### src/rtl/coh_pkg.sv
package coh_pkg;
  typedef enum logic [1:0] {LS_INV = 2'd0, LS_SHR = 2'd1, LS_EXC = 2'd2, LS_MOD = 2'd3} lstate_t;
  typedef enum logic [2:0] {
    BC_NONE = 3'd0,
    BC_RD   = 3'd1,
    BC_RDX  = 3'd2,
    BC_UPG  = 3'd3,
    BC_WB   = 3'd4
  } bcmd_t;
endpackage

### src/rtl/coh_line_store.sv
module coh_line_store
  import coh_pkg::*;
#(
  parameter int NUM_LINES = 4,
  parameter int TAG_W     = 6,
  parameter int DATA_W    = 32,
  localparam int IDX_W    = $clog2(NUM_LINES)
) (
  input  logic              clk,
  input  logic              rst_n,
  input  logic [IDX_W-1:0]  ra_idx,
  output lstate_t           ra_state,
  output logic [TAG_W-1:0]  ra_tag,
  output logic [DATA_W-1:0] ra_data,
  input  logic [IDX_W-1:0]  rb_idx,
  output lstate_t           rb_state,
  output logic [TAG_W-1:0]  rb_tag,
  output logic [DATA_W-1:0] rb_data,
  input  logic              wa_en,
  input  logic [IDX_W-1:0]  wa_idx,
  input  lstate_t           wa_state,
  input  logic [TAG_W-1:0]  wa_tag,
  input  logic [DATA_W-1:0] wa_data,
  input  logic              wb_en,
  input  logic [IDX_W-1:0]  wb_idx,
  input  lstate_t           wb_state
);
  lstate_t           st_arr  [NUM_LINES];
  logic [TAG_W-1:0]  tag_arr [NUM_LINES];
  logic [DATA_W-1:0] dat_arr [NUM_LINES];

  for (genvar i = 0; i < NUM_LINES; i++) begin : g_line
    lstate_t           st_r;
    logic [TAG_W-1:0]  tag_r;
    logic [DATA_W-1:0] dat_r;
    logic              sel_a, sel_b;
    assign sel_a = wa_en && (wa_idx == IDX_W'(i));
    assign sel_b = wb_en && (wb_idx == IDX_W'(i));

    always_ff @(posedge clk) begin
      if (!rst_n) begin
        st_r  <= LS_INV;
        tag_r <= '0;
        dat_r <= '0;
      end else if (sel_a) begin
        st_r  <= wa_state;
        tag_r <= wa_tag;
        dat_r <= wa_data;
      end else if (sel_b) begin
        st_r  <= wb_state;
      end
    end

    assign st_arr[i]  = st_r;
    assign tag_arr[i] = tag_r;
    assign dat_arr[i] = dat_r;
  end

  assign ra_state = st_arr[ra_idx];
  assign ra_tag   = tag_arr[ra_idx];
  assign ra_data  = dat_arr[ra_idx];
  assign rb_state = st_arr[rb_idx];
  assign rb_tag   = tag_arr[rb_idx];
  assign rb_data  = dat_arr[rb_idx];
endmodule

### src/rtl/coh_snoop_unit.sv
module coh_snoop_unit
  import coh_pkg::*;
#(
  parameter int TAG_W  = 6,
  parameter int DATA_W = 32
) (
  input  logic              snp_valid,
  input  logic [2:0]        snp_cmd,
  input  logic [TAG_W-1:0]  snp_tag,
  input  lstate_t           line_state,
  input  logic [TAG_W-1:0]  line_tag,
  input  logic [DATA_W-1:0] line_data,
  output logic              hit_shared,
  output logic              flush,
  output logic [DATA_W-1:0] flush_data,
  output logic              upd_en,
  output lstate_t           upd_state
);
  logic hit, dirty;
  assign hit   = snp_valid && (line_state != LS_INV) && (line_tag == snp_tag);
  assign dirty = (line_state == LS_MOD);

  always_comb begin
    hit_shared = 1'b0;
    flush      = 1'b0;
    upd_en     = 1'b0;
    upd_state  = LS_INV;
    case (snp_cmd)
      BC_RD: begin
        hit_shared = hit;
        flush      = hit && dirty;
        upd_en     = hit && (line_state != LS_SHR);
        upd_state  = LS_SHR;
      end
      BC_RDX: begin
        flush  = hit && dirty;
        upd_en = hit;
      end
      BC_UPG: begin
        upd_en = hit;
      end
      default: ;
    endcase
  end

  assign flush_data = flush ? line_data : '0;
endmodule

### src/rtl/coh_req_fsm.sv
module coh_req_fsm
  import coh_pkg::*;
#(
  parameter int TAG_W   = 6,
  parameter int DATA_W  = 32,
  parameter int IDX_W   = 2,
  parameter bit MESI_EN = 1'b1,
  localparam int ADDR_W = TAG_W + IDX_W
) (
  input  logic              clk,
  input  logic              rst_n,
  input  logic              cpu_valid,
  input  logic              cpu_write,
  input  logic [TAG_W-1:0]  cpu_tag,
  input  logic [IDX_W-1:0]  cpu_idx,
  input  logic [DATA_W-1:0] cpu_wdata,
  output logic              cpu_ready,
  output logic [DATA_W-1:0] cpu_rdata,
  input  lstate_t           line_state,
  input  logic [TAG_W-1:0]  line_tag,
  input  logic [DATA_W-1:0] line_data,
  input  logic              snp_conflict,
  output logic              bus_req,
  input  logic              bus_gnt,
  input  logic              bus_shared,
  input  logic [DATA_W-1:0] bus_rdata,
  output bcmd_t             bus_cmd,
  output logic [ADDR_W-1:0] bus_addr,
  output logic [DATA_W-1:0] bus_wdata,
  output logic              wr_en,
  output lstate_t           wr_state,
  output logic [TAG_W-1:0]  wr_tag,
  output logic [DATA_W-1:0] wr_data
);
  typedef enum logic {PH_IDLE, PH_BUS} phase_t;
  phase_t ph_q, ph_d;

  logic tag_eq, rd_hit, wr_hit, shr_wr;
  lstate_t fill_state;

  assign tag_eq = (line_tag == cpu_tag);
  assign rd_hit = !cpu_write && tag_eq && (line_state != LS_INV);
  assign wr_hit = cpu_write && tag_eq && (line_state == LS_EXC || line_state == LS_MOD);
  assign shr_wr = cpu_write && tag_eq && (line_state == LS_SHR);
  assign fill_state = cpu_write ? LS_MOD : ((bus_shared || !MESI_EN) ? LS_SHR : LS_EXC);

  always_comb begin
    ph_d      = ph_q;
    cpu_ready = 1'b0;
    cpu_rdata = '0;
    bus_cmd   = BC_NONE;
    bus_addr  = '0;
    bus_wdata = '0;
    wr_en     = 1'b0;
    wr_state  = line_state;
    wr_tag    = line_tag;
    wr_data   = line_data;
    case (ph_q)
      PH_IDLE: begin
        if (cpu_valid && !snp_conflict) begin
          if (rd_hit) begin
            cpu_ready = 1'b1;
            cpu_rdata = line_data;
          end else if (wr_hit) begin
            cpu_ready = 1'b1;
            wr_en     = 1'b1;
            wr_state  = LS_MOD;
            wr_data   = cpu_wdata;
          end else begin
            ph_d = PH_BUS;
          end
        end
      end
      default: begin
        if (bus_gnt) begin
          if (rd_hit) begin
            cpu_ready = 1'b1;
            cpu_rdata = line_data;
            ph_d      = PH_IDLE;
          end else if (wr_hit || shr_wr) begin
            bus_cmd   = shr_wr ? BC_UPG : BC_NONE;
            bus_addr  = {cpu_tag, cpu_idx};
            cpu_ready = 1'b1;
            wr_en     = 1'b1;
            wr_state  = LS_MOD;
            wr_data   = cpu_wdata;
            ph_d      = PH_IDLE;
          end else if (line_state == LS_MOD) begin
            bus_cmd   = BC_WB;
            bus_addr  = {line_tag, cpu_idx};
            bus_wdata = line_data;
            wr_en     = 1'b1;
            wr_state  = LS_INV;
          end else begin
            bus_cmd   = cpu_write ? BC_RDX : BC_RD;
            bus_addr  = {cpu_tag, cpu_idx};
            cpu_ready = 1'b1;
            cpu_rdata = bus_rdata;
            wr_en     = 1'b1;
            wr_state  = fill_state;
            wr_tag    = cpu_tag;
            wr_data   = cpu_write ? cpu_wdata : bus_rdata;
            ph_d      = PH_IDLE;
          end
        end
      end
    endcase
  end

  always_ff @(posedge clk) begin
    if (!rst_n) ph_q <= PH_IDLE;
    else        ph_q <= ph_d;
  end

  assign bus_req = (ph_q == PH_BUS);
endmodule

### src/rtl/coh_line_ctrl.sv
module coh_line_ctrl
  import coh_pkg::*;
#(
  parameter int NUM_LINES = 4,
  parameter int ADDR_W    = 8,
  parameter int DATA_W    = 32,
  parameter bit MESI_EN   = 1'b1
) (
  input  logic              clk,
  input  logic              rst_n,
  input  logic              cpu_valid,
  output logic              cpu_ready,
  input  logic              cpu_write,
  input  logic [ADDR_W-1:0] cpu_addr,
  input  logic [DATA_W-1:0] cpu_wdata,
  output logic [DATA_W-1:0] cpu_rdata,
  output logic              bus_req,
  input  logic              bus_gnt,
  output logic [2:0]        bus_cmd,
  output logic [ADDR_W-1:0] bus_addr,
  output logic [DATA_W-1:0] bus_wdata,
  input  logic [DATA_W-1:0] bus_rdata,
  input  logic              bus_shared,
  input  logic              snp_valid,
  input  logic [2:0]        snp_cmd,
  input  logic [ADDR_W-1:0] snp_addr,
  output logic              snp_shared,
  output logic              snp_flush,
  output logic [DATA_W-1:0] snp_data
);
  localparam int IDX_W = $clog2(NUM_LINES);
  localparam int TAG_W = ADDR_W - IDX_W;

  logic [IDX_W-1:0] cpu_idx, snp_idx;
  logic [TAG_W-1:0] cpu_tag, snp_tag;
  assign cpu_idx = cpu_addr[IDX_W-1:0];
  assign cpu_tag = cpu_addr[ADDR_W-1:IDX_W];
  assign snp_idx = snp_addr[IDX_W-1:0];
  assign snp_tag = snp_addr[ADDR_W-1:IDX_W];

  lstate_t           a_state, b_state, wa_state, wb_state;
  logic [TAG_W-1:0]  a_tag, b_tag, wa_tag;
  logic [DATA_W-1:0] a_data, b_data, wa_data;
  logic              wa_en, wb_en, snp_conflict;
  bcmd_t             cmd_e;

  assign snp_conflict = snp_valid && (snp_idx == cpu_idx);

  coh_line_store #(.NUM_LINES(NUM_LINES), .TAG_W(TAG_W), .DATA_W(DATA_W)) u_store (
    .clk(clk), .rst_n(rst_n),
    .ra_idx(cpu_idx), .ra_state(a_state), .ra_tag(a_tag), .ra_data(a_data),
    .rb_idx(snp_idx), .rb_state(b_state), .rb_tag(b_tag), .rb_data(b_data),
    .wa_en(wa_en), .wa_idx(cpu_idx), .wa_state(wa_state), .wa_tag(wa_tag), .wa_data(wa_data),
    .wb_en(wb_en), .wb_idx(snp_idx), .wb_state(wb_state)
  );

  coh_snoop_unit #(.TAG_W(TAG_W), .DATA_W(DATA_W)) u_snoop (
    .snp_valid(snp_valid), .snp_cmd(snp_cmd), .snp_tag(snp_tag),
    .line_state(b_state), .line_tag(b_tag), .line_data(b_data),
    .hit_shared(snp_shared), .flush(snp_flush), .flush_data(snp_data),
    .upd_en(wb_en), .upd_state(wb_state)
  );

  coh_req_fsm #(.TAG_W(TAG_W), .DATA_W(DATA_W), .IDX_W(IDX_W), .MESI_EN(MESI_EN)) u_fsm (
    .clk(clk), .rst_n(rst_n),
    .cpu_valid(cpu_valid), .cpu_write(cpu_write), .cpu_tag(cpu_tag), .cpu_idx(cpu_idx),
    .cpu_wdata(cpu_wdata), .cpu_ready(cpu_ready), .cpu_rdata(cpu_rdata),
    .line_state(a_state), .line_tag(a_tag), .line_data(a_data),
    .snp_conflict(snp_conflict),
    .bus_req(bus_req), .bus_gnt(bus_gnt), .bus_shared(bus_shared), .bus_rdata(bus_rdata),
    .bus_cmd(cmd_e), .bus_addr(bus_addr), .bus_wdata(bus_wdata),
    .wr_en(wa_en), .wr_state(wa_state), .wr_tag(wa_tag), .wr_data(wa_data)
  );

  assign bus_cmd = cmd_e;
endmodule

### config.mk
export PLATFORM = sky130hd
export DESIGN_NAME = coh_line_ctrl
export DESIGN_NICKNAME = d
export VERILOG_FILES = /design/src/rtl/coh_pkg.sv /design/src/rtl/coh_line_store.sv /design/src/rtl/coh_snoop_unit.sv /design/src/rtl/coh_req_fsm.sv /design/src/rtl/coh_line_ctrl.sv
export SDC_FILE = /design/constraint.sdc
export NUM_CORES = 1
export LEC_CHECK = 0
export CAP_MARGIN = 15
export CORE_MARGIN = 10
export CORE_UTILIZATION = 53
export DETAILED_ROUTE_END_ITERATION = 6
export PLACE_DENSITY = 0.81
export SYNTH_ARGS = -nofsm -noshare
export SYNTH_HDL_FRONTEND = slang
export SYNTH_SLANG_ARGS = --single-unit
export TNS_END_PERCENT = 30
### constraint.sdc
create_clock -name clk -period 4.42 [get_ports clk]
set_input_delay 0.884 -clock clk [delete_from_list [all_inputs] [get_ports clk]]
set_output_delay 0.884 -clock clk [all_outputs]
set_load 0.02 [all_outputs]
==> results by group, run 1 <==
Synthesis
  • Ys async rst share: 0%
  • Most frequent cell after synthesis: dfxtp_1
  • Share of the synthesized area in the top cell type: between 30% and 40%
  • Synth Cell Area: 10500 µm²
  • Main synth FF type: dfxtp_1
  • Post-Syn Instances: about 1200
  • Synth area leader: dfxtp_1
  • Number of flops mapped to enable cells by yosys: 0
  • Synth top cells by count: 161 x dfxtp_1, 156 x a22o_1, 97 x nand2_1, 93 x o21ai_0, 87 x nor2_1
  • Syn nets: about 1200
  • Number of synthesized register bits: 161
  • Mean Syn Cell Area: between 9 and 10 µm²
  • Yosys warns: 0
  • Area contributors post-synth: dfxtp_1 31%, a22o_1 13%, mux4_2 12%
  • Register area share after synthesis: 30.6%
  • Synth cell types: 56

Setup path
  • Req. time, crit path: roughly 3.5 ns
  • RR Endpoint: u_store.g_line[1].dat_r[7]
  • Worst Reg2Reg Path Length in Cells: 12
  • Cells along the critical path: buf_2 > buf_4 > mux4_2 > xnor2_2 > and2_1 > a21oi_4 > nand2_1 > nor2_1 > clkdlybuf4s50_1
  • Max FO, Critical Path: 6
  • Worst r2r src: u_store.g_line[3].tag_r[3]
  • Kind of start point of the critical path: input port
  • Kind of critical path: in2out
  • Worst path max stage delay: ~0.67 ns
  • Slowest CP cell: clkdlybuf4s50_1
  • CP endpoint kind: output port
  • Reg2reg setup slack: roughly 1 ns
  • WP data arrival: 3.47 ns

Global route
  • Initial antenna violation count: 0
  • GRT overflow: 0
  • Tot GR Track Use: between 20% and 30%
  • Vias in the first global route: ~11000
  • Largest net degree at the start of global routing: 44
  • First-pass GRT wire length: 59900 µm

Hold path
  • WHS Path Cells: 2
  • Worst Hold Class: reg2reg
  • Worst hold start: u_store.g_line[3].st_r[1]
  • Worst Hold End: u_store.g_line[3].st_r[1]

Detailed routing
  • DRT antenna net count: 0
  • Vias per inst: 6.57
  • Initial DRC Count: 1215
  • Via count: roughly 11000
  • Pre-Repair DR Iteration Count: 7
  • Post-Route WL: ~39000 µm
  • DR WL/cell: approximately 24 µm
  • DRC Markers: 1

Clock network
  • Clk Latency, worst-skew pair: ~0.44 ns
  • CTS clk-pin slew, worst paths: around 0.060 ns
  • CTS tree: done
  • CTS sink cnt: between 150 and 200
  • Clk buf depth: 2
  • H-Tree Depth: 4
  • Clock root buffer: clkbuf_16
  • Num CTS Buffers: 17

Floorplanning
  • Die height: 161 µm
  • # IOs: 201
  • Die footprint: 25900 µm²
  • Initial Utilization: 54.0%
  • Die Wd: between 150 and 200 µm
  • Core Region: a little under 20000 µm²
  • Row cnt: a little over 50

Timing
  • Period utilization: around 99%
  • Setup tns final: 0 ns
  • Max Slew Vio Count: 0
  • Clock Skew: ~0.010 ns
  • Slew margin rel.: around two fifths
  • Fin crit period: approximately 4.4 ns
  • Final hold viol count: 0
  • Setup violators final: 0
  • Fmax: around 0.23 GHz
  • Worst Max-Slew Pin Slew: 0.908 ns

Placement
  • DP Cell Count: about 1600
  • Dpl hpwl: between 20000 and 30000 µm
  • I/O Buffers: 200
  • GP Congestion: 0.911

Pwr
  • Maximum vdd ir drop: 0.000296 V
  • Leakage Power: ~0.0063 µW
  • PwrDens: around 270 nW/µm²

Status
  • Violated checks: design-rule violations
  • Status: finished, violations left

Final layout
  • Layout cell share with drive strength beyond 1: 19.5%
  • Area grow syn2layout: 30.3%
  • Ant diodes: 0
  • Fin cells: about 1600
  • Final nets: 1433

Flow run
  • Max_cap viols: 0
logic make-up (layout without fill, tap and decap cells):
logic type                count (synthesis)  after routing  synth area share (%)
AOI/OAI and AO/OA                       394            394                  27.6
and+or+nand+nor                         310            310                  14.2
DFF                                     161            161                  30.6
buffers and inverters                   149            348                  6.82
muxes                                   127            127                  19.3
xor gates and xnor gates                 15             15                  1.57
layout by cell type (no fill, tap or decap), drive strengths merged, types with 2 or more instances in the layout:
master           n
and4             2
xnor2           12
mux2            28
mux2i           41
clkbuf          20
o211ai           2
nand2           98
o2bb2ai          3
clkdlybuf4s50  104
clkinvlp         3
o22ai           37
buf             94
nor3b            2
a31oi            2
nor2b           34
o21ai           97
nand3           40
dlymetal6s2s    30
mux4            58
a21oi           53
bufinv           4
nor2            87
o31a             2
a211oi          22
a21boi           4
and2            14
inv             31
xor2             3
dfxtp          161
a22oi            9
dlygate4sd2     61
nand4            6
nand3b           3
a22o           156
and3            18
power breakdown:
| group | internal, µW | switching [µW] | total [µW] | leakage [µW] |
|---|---|---|---|---|
| combinational | 289 | 392 | 681 | 0.00468 |
| sequential | 1470 | 17.2 | 1490 | 0.00130 |
| clock | 964 | 631 | 1590 | 0.000294 |
| total | 2720 | 1040 | 3760 | 0.00627 |
area by class of cell:
| class | count | area, µm² |
|---|---|---|
| clock buffers | 20 | 447 |
| clock inverters | 11 | 178 |
| fillers | 1522 | 5790 |
| inverters | 28 | 105 |
| multi-input cells | 846 | 6660 |
| flip-flops and latches | 161 | 3220 |
| well taps | 265 | 332 |
| repair buffers | 289 | 2790 |
stage by stage:
stage	power, µW	setup WS [ns]	area (µm²)	hold WS (ns)	utilization, %
4_1_cts	3750	0.000507	13600	0.488	69.8
2_1_floorplan	1920	0.199	10500	0.446	-
6_report	3760	0.0614	13700	0.490	70.4
5_1_grt	3860	-0.00437	13700	0.496	70.4
3_3_place_gp	2180	-0.134	13000	0.468	66.8
3_5_place_dp	2190	-0.194	13000	0.475	66.8
worst max-delay path by stage:
stage / from / end / slack, ns / depth (start not counted)
2_1_floorplan: cpu_addr[1] / bus_addr[4] / 0.20 / 11
3_3_place_gp: cpu_addr[1] / cpu_rdata[26] / -0.13 / 11
3_5_place_dp: cpu_addr[1] / cpu_rdata[7] / -0.19 / 10
4_1_cts: snp_addr[1] / snp_data[25] / 0.0005 / 9
5_1_grt: cpu_addr[1] / cpu_ready / -0.004 / 10
6_report: cpu_addr[1] / bus_wdata[30] / 0.06 / 9
state kept, by name, indices dropped and copies added (netlist names):
| register | flops |
|---|---|
| u_store.g_line.st_r | 8 |
| u_store.g_line.dat_r | 128 |
| u_store.g_line.tag_r | 24 |
| u_fsm.bus_req | 1 |
per-layer routing:
metal  track usage [%]  routed length [µm]  vias to the layer above
li1                  -                   -                     4720
met4              10.8                1060                        0
met1              34.7               14800                     5140
met2              47.0               18700                      678
met3              6.94                3950                      111
met5                 0                   0                        -
worst max-delay path: cells and delay by family:
family | cells | cell delay, ns
xor gates and xnor gates | 1 | 0.17
muxes | 1 | 0.54
AOI/OAI and AO/OA | 1 | 0.16
buffers and inverters | 3 | 1.02
and+or+nand+nor | 3 | 0.69
repair_timing:
action,in CTS,in global routing
gates resized for setup,66,34
buffers inserted,2,1
hold endpoints to repair,0,0
setup endpoints to repair,65,45
hold buffers,0,0
pin swaps,1,1
Power figures use the tool's default switching activity.
==> run 2, diff against run 1 <==
--- a/config.mk
+++ b/config.mk
@@ -6,7 +6,7 @@
 export NUM_CORES = 1
 export LEC_CHECK = 0
 export CAP_MARGIN = 15
-export CORE_MARGIN = 10
+export CORE_MARGIN = 8
 export CORE_UTILIZATION = 53
 export DETAILED_ROUTE_END_ITERATION = 6
 export PLACE_DENSITY = 0.81
==> results by group, run 2 (same netlist as run 1, synthesis figures left out) <==
Clock network
  • CTS tree: done (unchanged)
  • Clock root buffer: clkbuf_16 (unchanged)
  • CTS sink cnt: 161 (unchanged)
  • Clk Latency, worst-skew pair: 0.44 ns (about the same)
  • Clk buf depth: 2 (unchanged)
  • Num CTS Buffers: 17 (unchanged)
  • CTS clk-pin slew, worst paths: 0.06 ns (about the same)
  • H-Tree Depth: 4 (unchanged)

Detailed routing
  • Pre-Repair DR Iteration Count: 6 (was 7)
  • DRC Markers: 0 (was 1)
  • Via count: 10700 (was 10600)
  • Vias per inst: 6.60 (was 6.57)
  • DR WL/cell: 23.1 µm (was 23.8 µm)
  • Post-Route WL: 37400 µm (was 38600 µm)
  • Initial DRC Count: 1259 (was 1215)
  • DRT antenna net count: 0 (unchanged)

Final layout
  • Top reg by flops: u_store.g_line.dat_r (unchanged)
  • Layout cell share with drive strength beyond 1: 19.7% (was 19.5%)
  • Register Area: 3220 µm² (unchanged)
  • Top Registers: u_store.g_line.dat_r: 128 flops, u_store.g_line.tag_r: 24 flops, u_store.g_line.st_r: 8 flops (unchanged)
  • Final nets: 1429 (was 1433)
  • Utilization after layout: 69.7% (was 70.4%)
  • Area of the multi-input gates: 6650 µm² (was 6660 µm²)
  • Max reg flops: 128 (unchanged)
  • Area grow syn2layout: 29.0% (was 30.3%)
  • Commonest non-fill, non-tap cell in the layout: dfxtp_1 (unchanged)
  • Commonest non-fill, non-tap cells in the layout: 161 x dfxtp_1, 156 x a22o_1, 146 x clkdlybuf4s50_1 (was 161 x dfxtp_1, 156 x a22o_1, 104 x clkdlybuf4s50_1)
  • FILL cells: 1493 (was 1522)
  • Ant diodes: 0 (unchanged)

Setup path
  • WP data arrival: 3.47 ns (about the same)
  • Req. time, crit path: 3.54 ns (about the same)
  • Reg2reg setup slack: 0.89 ns (was 1.01 ns)
  • Worst r2r src: u_store.g_line[3].tag_r[1] (was u_store.g_line[3].tag_r[3])
  • CP endpoint kind: output port (unchanged)
  • Kind of critical path: in2out (unchanged)
  • Kind of start point of the critical path: input port (unchanged)
  • Max FO, Critical Path: 18 (was 6)
  • Crit path launch: cpu_addr[1] (unchanged)
  • Worst Reg2Reg Path Length in Cells: 11 (was 12)
  • Critical Path End: cpu_rdata[6] (was bus_wdata[30])
  • RR Endpoint: u_store.g_line[2].dat_r[4] (was u_store.g_line[1].dat_r[7])

Floorplanning
  • Initial Utilization: 54.0% (unchanged)
  • # IOs: 201 (unchanged)
  • Die height: 157 µm (was 161 µm)
  • Die Wd: 157 µm (was 161 µm)
  • Die footprint: 24700 µm² (was 25900 µm²)
  • Row cnt: 51 (unchanged)
  • Core Region: 19500 µm² (unchanged)

Global route
  • First-pass GRT wire length: 58400 µm (was 59900 µm)
  • GRT overflow: 0 (unchanged)
  • Initial antenna violation count: 0 (unchanged)
  • Vias in the first global route: 10600 (was 10700)
  • Tot GR Track Use: 29.9% (was 28.3%)
  • Largest net degree at the start of global routing: 38 (was 44)

Placement
  • I/O Buffers: 200 (unchanged)
  • GP Congestion: 0.942 (was 0.911)
  • Dpl hpwl: 25100 µm (was 25700 µm)
  • Placement Setup Slack: -0.277 ns (was -0.194 ns)

Timing
  • Worst Max-Slew Pin Slew: 0.738 ns (was 0.908 ns)
  • Clock Skew: 0.0170 ns (was 0.0100 ns)
  • Slew margin rel.: 50.7% (was 39.3%)
  • Setup tns final: 0 ns (unchanged)
  • Fin crit period: 4.35 ns (was 4.36 ns)
  • Period utilization: 98.4% (was 98.6%)
  • Fin Hold WS: 0.494 ns (was 0.490 ns)
  • Fmax: 0.230 GHz (was 0.229 GHz)
  • Max Slew Vio Count: 0 (unchanged)
  • Setup violators final: 0 (unchanged)
  • Post-route setup slack: 0.0696 ns (was 0.0614 ns)
  • Final hold viol count: 0 (unchanged)

Hold path
  • Worst Hold Class: reg2reg (unchanged)

Status
  • Status: finished clean (was finished, violations left)

Pwr
  • Maximum vdd ir drop: 0.000299 V (was 0.000296 V)
  • Leakage Power: 0.00578 µW (was 0.00627 µW)
  • PwrDens: 272 nW/µm² (was 274 nW/µm²)
  • Tot Pwr: 3700 µW (was 3760 µW)

Flow run
  • Max_cap viols: 0 (unchanged)
[run 2: changes by cell type in the layout (fill, tap and decap cells not counted), moves of 3 or more]
| cell | before | now |
|---|---|---|
| buf_12 | 11 | 7 |
| clkbuf_2 | 0 | 10 |
| clkdlybuf4s15_1 | 0 | 3 |
| clkdlybuf4s50_1 | 104 | 146 |
| clkinv_2 | 0 | 3 |
| dlygate4sd2_1 | 61 | 21 |
| dlymetal6s2s_1 | 30 | 15 |
[run 2: metal layers]
layer	GRT usage, %	routed length (µm)	vias to the layer above
met4	13.9	1410	0
met1	37.5	14500	5074
li1	-	-	4707
met3	7.10	4200	130
met5	0	0	-
met2	47.8	17300	761
[run 2: power by group]
part | internal [µW] | switching, µW | total, µW
combinational | 293 | 387 | 680
clock | 907 | 623 | 1530
sequential | 1470 | 20.3 | 1490
[run 2: final cells by class]
| type | count | area share (%) |
|---|---|---|
| clock buffers | 20 | 3.28 |
| clock inverters | 12 | 1.16 |
| inverters | 28 | 0.772 |
| multi-input cells | 846 | 48.9 |
| flip-flops and latches | 161 | 23.7 |
| well taps | 265 | 2.44 |
| repair buffers | 285 | 19.8 |
[run 2: stage by stage]
stage,area (µm²),cells
final,13600,1617
after global routing,13600,1617
after detailed placement,12900,1582
after CTS,13500,1614
after floorplan,10500,1156
after global placement,12900,1582
[run 2: how the worst min path moves through the flow]
stage / slack [ns] / end / startpoint / depth (start not counted)
after floorplan: 0.45 / u_store.g_line[0].dat_r[22] / u_store.g_line[0].dat_r[22] / 1
after global placement: 0.47 / u_store.g_line[1].dat_r[3] / u_store.g_line[1].dat_r[3] / 1
after detailed placement: 0.48 / u_store.g_line[1].dat_r[29] / u_store.g_line[1].dat_r[29] / 1
after CTS: 0.49 / u_store.g_line[3].st_r[1] / u_store.g_line[3].st_r[1] / 2
after global routing: 0.50 / u_store.g_line[0].dat_r[22] / u_store.g_line[0].dat_r[22] / 1
final: 0.49 / u_store.g_line[1].dat_r[22] / u_store.g_line[1].dat_r[22] / 2
[run 2: worst max-delay path, cell delays in order]
cell and delay [ns]:
buf_4 0.18, mux4_2 0.57, xnor2_2 0.21, o211ai_1 0.21
buf_4 0.20, nor3_4 0.22, buf_8 0.22, a22o_1 0.15
clkdlybuf4s50_1 0.61
[run 2: timing repair]
| item | CTS | global route |
|---|---|---|
| pin swaps | 1 | 2 |
| hold buffers | 0 | 0 |
| setup endpoints to repair | 77 | 73 |
| setup buffers | 0 | 3 |
| resized for setup | 40 | 46 |
